===== config.mk =====
export PLATFORM = sky130hd
export DESIGN_NAME = pcm_strobe_port
export DESIGN_NICKNAME = d
export VERILOG_FILES = /design/src/rtl/pcm_port_pkg.sv /design/src/rtl/pcm_in_sync.sv /design/src/rtl/pcm_tx_path.sv /design/src/rtl/pcm_rx_path.sv /design/src/rtl/pcm_strobe_port.sv
export SDC_FILE = /design/constraint.sdc
export NUM_CORES = 1
export LEC_CHECK = 0
export BUFFER_PORTS_ARGS = -buffer_cell sky130_fd_sc_hd__buf_2
export CAP_MARGIN = 20
export CORE_ASPECT_RATIO = 2
export CORE_UTILIZATION = 50
export DETAILED_ROUTE_END_ITERATION = 6
export PLACE_DENSITY = 0.71
export REMOVE_ABC_BUFFERS = 1
export SYNTH_ARGS = -nofsm -noshare
export SYNTH_HDL_FRONTEND = slang
export SYNTH_SLANG_ARGS = --single-unit

===== constraint.sdc =====
create_clock -name clk -period 1.9 [get_ports clk]
set_input_delay 0.38 -clock clk [delete_from_list [all_inputs] [get_ports clk]]
set_output_delay 0.38 -clock clk [all_outputs]
set_load 0.01 [all_outputs]

===== src/rtl/pcm_port_pkg.sv =====
package pcm_port_pkg;
  localparam int unsigned PCM_W = 8;
  typedef logic [PCM_W-1:0] pcm_t;

  localparam pcm_t NZ_MU_LAW = 8'h7F;
  localparam pcm_t NZ_A_LAW  = 8'h55;

  // Silence code for the selected companding law.
  function automatic pcm_t neg_zero(input logic law_a);
    return law_a ? NZ_A_LAW : NZ_MU_LAW;
  endfunction
endpackage


===== src/rtl/pcm_in_sync.sv =====
module pcm_in_sync #(
  parameter int unsigned N      = 3,
  parameter int unsigned STAGES = 2
) (
  input  logic         clk,
  input  logic         rst_n,
  input  logic [N-1:0] async_in,
  output logic [N-1:0] sync_out
);
  logic [N-1:0][STAGES-1:0] chain;

  for (genvar i = 0; i < N; i++) begin : g_bit
    always_ff @(posedge clk or negedge rst_n) begin
      if (!rst_n) chain[i] <= '0;
      else        chain[i] <= {chain[i][STAGES-2:0], async_in[i]};
    end
    assign sync_out[i] = chain[i][STAGES-1];
  end
endmodule


===== src/rtl/pcm_tx_path.sv =====
module pcm_tx_path
  import pcm_port_pkg::*;
#(
  parameter int unsigned W = PCM_W
) (
  input  logic         clk,
  input  logic         rst_n,
  input  logic         load,
  input  logic         shift,
  input  logic         close,
  input  logic         law_a,
  input  logic         tx_mute,
  input  logic [W-1:0] tx_data,
  input  logic         tx_valid,
  output logic         tx_ready,
  output logic         sdout,
  output logic         sdout_oe,
  output logic [W-1:0] word
);
  localparam int unsigned SW = (W > 1) ? $clog2(W) : 1;

  logic [W-1:0]  hold, shreg;
  logic          hold_full, active;
  logic [SW-1:0] nsh;
  logic          accept;

  // The slot frees the holding register in the load cycle itself.
  assign tx_ready = !hold_full || load;
  assign accept   = tx_valid && tx_ready;

  always_ff @(posedge clk or negedge rst_n) begin
    if (!rst_n) begin
      hold      <= '0;
      hold_full <= 1'b0;
    end else if (accept) begin
      hold      <= tx_data;
      hold_full <= 1'b1;
    end else if (load) begin
      hold_full <= 1'b0;
    end
  end

  always_ff @(posedge clk or negedge rst_n) begin
    if (!rst_n) begin
      shreg  <= '0;
      nsh    <= '0;
      active <= 1'b0;
    end else if (load) begin
      shreg  <= (tx_mute || !hold_full) ? W'(neg_zero(law_a)) : hold;
      nsh    <= '0;
      active <= 1'b1;
    end else if (close) begin
      active <= 1'b0;
    end else if (shift && active && nsh != SW'(W-1)) begin
      shreg <= {shreg[W-2:0], 1'b0};
      nsh   <= nsh + 1'b1;
    end
  end

  assign sdout    = active && shreg[W-1];
  assign sdout_oe = active;
  assign word     = shreg;
endmodule


===== src/rtl/pcm_rx_path.sv =====
module pcm_rx_path
  import pcm_port_pkg::*;
#(
  parameter int unsigned W = PCM_W
) (
  input  logic         clk,
  input  logic         rst_n,
  input  logic         open,
  input  logic         sample,
  input  logic         window,
  input  logic         din,
  input  logic         law_a,
  input  logic         rx_mute,
  output logic [W-1:0] rx_data,
  output logic         rx_valid
);
  localparam int unsigned CW = $clog2(W + 1);

  logic [W-1:0]  sreg;
  logic [CW-1:0] nbits;
  logic [W-1:0]  next_word;

  assign next_word = {sreg[W-2:0], din};

  always_ff @(posedge clk or negedge rst_n) begin
    if (!rst_n) begin
      sreg     <= '0;
      nbits    <= CW'(W);
      rx_data  <= '0;
      rx_valid <= 1'b0;
    end else begin
      rx_valid <= 1'b0;
      if (open) begin
        nbits <= '0;
      end else if (sample && window && nbits != CW'(W)) begin
        sreg  <= next_word;
        nbits <= nbits + 1'b1;
        if (nbits == CW'(W-1)) begin
          rx_data  <= rx_mute ? W'(neg_zero(law_a)) : next_word;
          rx_valid <= 1'b1;
        end
      end
    end
  end
endmodule


===== src/rtl/pcm_strobe_port.sv =====
module pcm_strobe_port
  import pcm_port_pkg::*;
#(
  parameter int unsigned SYNC_STAGES = 2
) (
  input  logic             clk,
  input  logic             rst_n,
  input  logic             bclk,
  input  logic             strobe,
  input  logic             sdin,
  input  logic             law_a,
  input  logic             tx_mute,
  input  logic             rx_mute,
  input  logic [PCM_W-1:0] tx_data,
  input  logic             tx_valid,
  output logic             tx_ready,
  output logic [PCM_W-1:0] rx_data,
  output logic             rx_valid,
  output logic             sdout,
  output logic             sdout_oe
);
  localparam int unsigned NSYNC = 3;

  logic [NSYNC-1:0] synced;
  logic             bclk_s, strb_s, din_s;
  logic             bclk_d, strb_d;
  logic             bclk_rise, bclk_fall, strb_rise, strb_fall;
  logic [PCM_W-1:0] tx_word;

  pcm_in_sync #(.N(NSYNC), .STAGES(SYNC_STAGES)) u_sync (
    .clk      (clk),
    .rst_n    (rst_n),
    .async_in ({sdin, strobe, bclk}),
    .sync_out (synced)
  );

  assign bclk_s = synced[0];
  assign strb_s = synced[1];
  assign din_s  = synced[2];

  always_ff @(posedge clk or negedge rst_n) begin
    if (!rst_n) begin
      bclk_d <= 1'b0;
      strb_d <= 1'b0;
    end else begin
      bclk_d <= bclk_s;
      strb_d <= strb_s;
    end
  end

  assign bclk_rise = bclk_s && !bclk_d;
  assign bclk_fall = !bclk_s && bclk_d;
  assign strb_rise = strb_s && !strb_d;
  assign strb_fall = !strb_s && strb_d;

  pcm_tx_path #(.W(PCM_W)) u_tx (
    .clk      (clk),
    .rst_n    (rst_n),
    .load     (strb_rise),
    .shift    (bclk_rise),
    .close    (strb_fall),
    .law_a    (law_a),
    .tx_mute  (tx_mute),
    .tx_data  (tx_data),
    .tx_valid (tx_valid),
    .tx_ready (tx_ready),
    .sdout    (sdout),
    .sdout_oe (sdout_oe),
    .word     (tx_word)
  );

  pcm_rx_path #(.W(PCM_W)) u_rx (
    .clk      (clk),
    .rst_n    (rst_n),
    .open     (strb_rise),
    .sample   (bclk_fall),
    .window   (strb_s),
    .din      (din_s),
    .law_a    (law_a),
    .rx_mute  (rx_mute),
    .rx_data  (rx_data),
    .rx_valid (rx_valid)
  );
endmodule


; ---- After elaboration in Yosys (flattened, before gate mapping)
; Index checks and enable logic that the tools add are counted.
[totals]
elab_cells = 63
register_bits = 49
output_inout_bits = 12
[op_classes]
muxes = 18
n_bitwise = 1
reduce_logical = 24
n_eq_ne = 4
addsub = 2
[ops]
columns = cell, n
row1 = $mux 8, 5
row2 = $logic_and 1x1->1, 10
row3 = $mux 3, 3
row4 = $mux 4, 2
row5 = $reduce_bool 2->1, 4
row6 = $mux 1, 7
row7 = $mux 6, 1
row8 = $logic_not 1->1, 5
row9 = $add 4x1->4 const B, 1
row10 = $eq 4x3->1 const B, 1
row11 = $ne 4x4->1 const B, 1
row12 = $reduce_and 2->1, 2
row13 = $add 3x1->3 const B, 1
row14 = $ne 3x3->1 const B, 1
row15 = $reduce_and 3->1, 1
row16 = $logic_or 1x1->1, 2
row17 = $ne 2x1->1 const B, 1
row18 = $not 1->1, 1

; ---- Depth between registers and ports, before layout
[logic_depth]
word_depth = 7
depth_mapped = 7
depth_no_buf = 5

; ---- Cells and area by module
; A second synthesis with hierarchy kept.
[unflattened]
hier_cells = 173
area_unflattened_um2 = 2162.1
[by_module_without_submodules]
columns = mod, seq_area_each_um2, cells_per_inst, area_per_inst_um2, instances
row1 = pcm_tx_path, 525.5, 81, 983.4, 1
row2 = pcm_rx_path, 501.7, 77, 920.9, 1
row3 = pcm_in_sync, 150.1, 9, 172.7, 1
row4 = pcm_strobe_port, 50.0, 6, 85.1, 1

; ---- Worst setup path before layout
; OpenSTA, ideal clock, no wires.
[synth_timing]
kind = reg2reg
start = register u_tx.nsh[0]
end = register u_tx.shreg[7], in the netlist u_tx.word[7]
n_path_buf = 0
setup_time_ns = 0.125
arrival_ns = 1.610
stages_incl_launch_ff = 6
path_slack_ns = 0.165
t_required_ns = 1.775
synth_period_minus_slack_ns = 1.735
cell_sequence = dfrtp_1 > ha_1 > ha_1 > nand4bb_4 > a21oi_4 > mux2_4
[synth_via]
elab_chain_cells = 4
[synth_rtl]
columns = item, line
row1 = from (decl), pcm_tx_path.sv:24  ; logic [SW-1:0] nsh;
row2 = from (signal assigned), pcm_tx_path.sv:56  ; nsh <= nsh + 1'b1;
row3 = $ne 3x3->1, pcm_tx_path.sv:54  ; end else if (shift && active && nsh != SW'(W-1)) begin
row4 = $logic_and 1x1->1, pcm_tx_path.sv:54
row5 = $reduce_bool 2->1 (no source line), n/a
row6 = $reduce_and 2->1 (no source line), n/a
row7 = to (signal assigned), pcm_tx_path.sv:49  ; shreg <= (tx_mute || !hold_full) ? W'(neg_zero(law_a)) : hold;
row8 = to (signal assigned), pcm_tx_path.sv:55  ; shreg <= {shreg[W-2:0], 1'b0};
row9 = to (decl), pcm_tx_path.sv:22  ; logic [W-1:0] hold, shreg;
; Every way passes these cells.
; A chain may end at the register's enable or synchronous reset.

; ---- Worst setup path after layout
[layout_timing]
start = register strb_d
end = output tx_ready
[layout_via]
elab_chain_cells = 3
[layout_rtl]
columns = item, line
row1 = from (decl), pcm_strobe_port.sv:26  ; logic bclk_d, strb_d;
row2 = from (signal assigned), pcm_strobe_port.sv:47  ; strb_d <= strb_s;
row3 = $logic_not 1->1, pcm_strobe_port.sv:53  ; assign strb_rise = strb_s && !strb_d;
row4 = $logic_and 1x1->1, pcm_strobe_port.sv:53
row5 = via strb_rise, pcm_strobe_port.sv:27  ; logic bclk_rise, bclk_fall, strb_rise, strb_fall;
row6 = $logic_or 1x1->1, pcm_tx_path.sv:28  ; assign tx_ready = !hold_full || load;
row7 = to (decl), pcm_strobe_port.sv:16  ; output logic tx_ready,
; The timed path passes the listed nets, and every way through them passes these cells.

==> impl_metrics.ini <==
[die]
die_w_um = 48.6
core_area_sq_um = 4130
rows = 33
start_util_pct = 52.7
io_pins = 29
fp.dieH_um = 95.3
die-area_sq_um = 4630

[global_route]
antenna_found_initial = 0
gr-total-overflow = 0
grt_pass1_vias = 1600
grt_pass1_wl_mm = 7.16
grt_use_total_pct = 20.6
grt_max_degree = 50

[clocking]
cts_max_path_buffers = 2
root_buffer = clkbuf_8
clock_latency_ns = 0.29
cts_tree = built
post_cts_buffers = 0
clk_pin_slew_ns = 0.09
cts_sinks = 49
cts.htree.levels = 2
cts_hold_buffers = 0
cts_buffers = 5

[job]
cap_violations = 0

[sta]
finalMaxSlewViolations = 0
post-route-min-period_ns = 1.79
whs_ns = 0.166
worst_slew_pin_slew_ns = 0.590
fmax_ghz = 0.557
final-hold-violation-count = 0
fin_skew_ns = 0.00533
rsz0062_at_grt = no
setup_viol = 0
setup_tns_ns = 0
fin_crit_sh_pct = 94.5
maxSlewHeadroom_pct = 60.7

[detailed_routing]
finalWirelength_mm = 4.06
drc = 0
initialDrtViolationCount = 23
drtPass1Iterations = 5
vias = 1446
wl_per_cell_um = 15.6
ant_nets = 0
viasPerCell = 5.54

[setup_path]
r2r_cells = 6
crit_slowest_cell = dfrtp_1
reg2reg_from = u_tx.nsh[0]$_DFFE_PN0P_
crit_type = flop to output port
arrival_ns = 1.41
setup.worst_path.start = strb_d$_DFF_PN0_
cpPeakStageDelay_ns = 0.39
end_kind = output port
crit_fanout = 11
crit_required_ns = 1.52
cp_cell_sequence = inv_1, ha_2, nand2b_1, buf_2
crit_path_start_kind = flop

[finish]
mostFrequentLayoutCells = dfrtp_1 (48), buf_2 (28), mux2_2 (20)
fill_cells = 360
area_growth_pct = 15.8
post-route-cell-area_sq_um = 2520
drive_above_1_share_pct = 34.4
diodes = 0
nets = 231
final_common_cell = dfrtp_1

[status]
status = completed

[power_and_ir_drop]
power.share.combinational_pct = 16.4
p_total_uw = 2500
swShare_pct = 25.9
p_sw_uw = 649
power_frac_clock_pct = 29.1
p_per_area_nw_per_um2 = 995
p_int_uw = 1860
ir_worst_vdd_mv = 0.700
p_leak_uw = 0.00124
sequentialPowerShare_pct = 54.5

[min_path]
hp-class = primary input to asynchronous set/reset pin

[yosys]
avgSynthCellArea_sq_um = 12.7
synthesis.area_sq_um = 2170
ys_seq_area_share_pct = 56.4
yosysWarnings = 0
ys_ff_latch = 49
synthCells = 171
synth_cell_type_count = 33

[placement]
postPlaceCellArea_sq_um = 2400
place.gp.congestion = 0.749
dp.final_hpwl_mm = 3.07
io_buffers = 28
synth_stat cells:
library cell  instances  area (sq um)
dfrtp_1              48          1200
mux2_2               20           225
inv_1                19          71.3
mux2i_1              10           100
a21oi_1               9          45.0
o21ai_0               9          45.0
nor2_1                8          30.0
ha_1                  6          75.1
nand3_1               5          25.0
nand2b_1              4          25.0
nor2b_1               4          25.0
a222oi_1              3          30.0
o22ai_1               3          18.8
and3b_1               2          17.5
buf_2                 2          10.0
nand3b_1              2          15.0
a21oi_4               1          16.3
a22o_1                1          8.76
and2_1                1          6.26
and3b_2               1          10.0
and4b_2               1          11.3
and4bb_2              1          12.5
clkbuf_1              1          3.75
dfstp_2               1          26.3
mux2_4                1          15.0
nand2_1               1          3.75
nand2_2               1          6.26
nand3_4               1          17.5
nand3b_4              1          20.0
nand4bb_4             1          27.5
nor3_4                1          16.3
or3_1                 1          6.26
or4_1                 1          7.51
power by group through the flow:
stage          logic [uW]  registers, uW  clock network [uW]
6_report              410           1370                 729
4_1_cts               418           1370                 751
3_5_place_dp          414           1390                   0
5_1_grt               466           1390                 788
3_3_place_gp          386           1380                   0
2_1_floorplan         289           1350                   0
state kept, by name, indices dropped and copies added (netlist names), 3 cells and up:
name	flops
u_tx.hold	8
u_sync.sync_out	3
u_rx.rx_data	8
u_sync.chain	3
u_tx.word	8
u_rx.sreg	7
u_rx.nbits	4
u_tx.nsh	3
timing repair:
item,4_1_cts,5_1_grt
endpoints found under the hold margin,0,0
gates resized for setup,1,0
setup endpoints to repair,1,0
through the flow:
stage / setup slack (ns) / utilization (%) / std cells
finish: 0.105 / 61.0 / 261
global route: 0.0136 / 61.0 / 261
CTS: 0.0851 / 61.0 / 261
detailed placement: 0.107 / 58.2 / 253
global placement: 0.195 / 58.2 / 253
floorplan: 0.148 / - / 168
final timing paths:
kind,slack (ns),to
setup / recovery,0.11,tx_ready
hold / removal,0.17,u_tx.hold_full$_DFFE_PN0P_
setup reg to reg,0.11,u_tx.word[3]$_DFFE_PN0P_
hold reg to reg,0.35,u_sync.sync_out[0]$_DFF_PN0_
max in group asynchronous,1.33,u_rx.nbits[2]$_DFFE_PN0P_
min in group clk,0.19,u_sync.chain[4]$_DFF_PN0_
area by class of cell:
class | instances | area (sq um) | area share, %
Clock inverter | 2 | 38.8 | 1.54
Inverter | 19 | 71.3 | 2.83
Clock buffer | 6 | 72.6 | 2.88
Timing Repair Buffer | 33 | 178 | 7.06
Multi-Input combinational cell | 100 | 865 | 34.3
Sequential cell | 49 | 1230 | 48.8
Tap cell | 52 | 65.1 | 2.58
worst max-delay path: cells and delay by family (launching register included):
kind	cells	cell delay [ns]
adders and majority gates	1	0.32
buffers and inverters	2	0.21
DFF	1	0.39
and+or+nand+nor	1	0.20
per-layer routing:
metal	GRT usage (%)	vias up	routed length (um)
li1	-	672	-
met4	9.07	0	60
met1	21.6	737	1580
met5	0	-	0
met2	39.0	30	2320
met3	3.83	7	96
kinds of logic (layout without fill, tap and decap cells):
| logic type | after synthesis | in the layout | synth area share, % |
|---|---|---|---|
| adders and majority gates | 6 | 6 | 3.45 |
| DFF | 49 | 49 | 56.4 |
| muxes | 31 | 31 | 15.7 |
| AOI/OAI and AO/OA | 26 | 26 | 7.54 |
| buffers and inverters | 22 | 60 | 3.91 |
| and+or+nand+nor | 37 | 37 | 13.0 |
No activity file was read; power rests on OpenSTA's default activity.
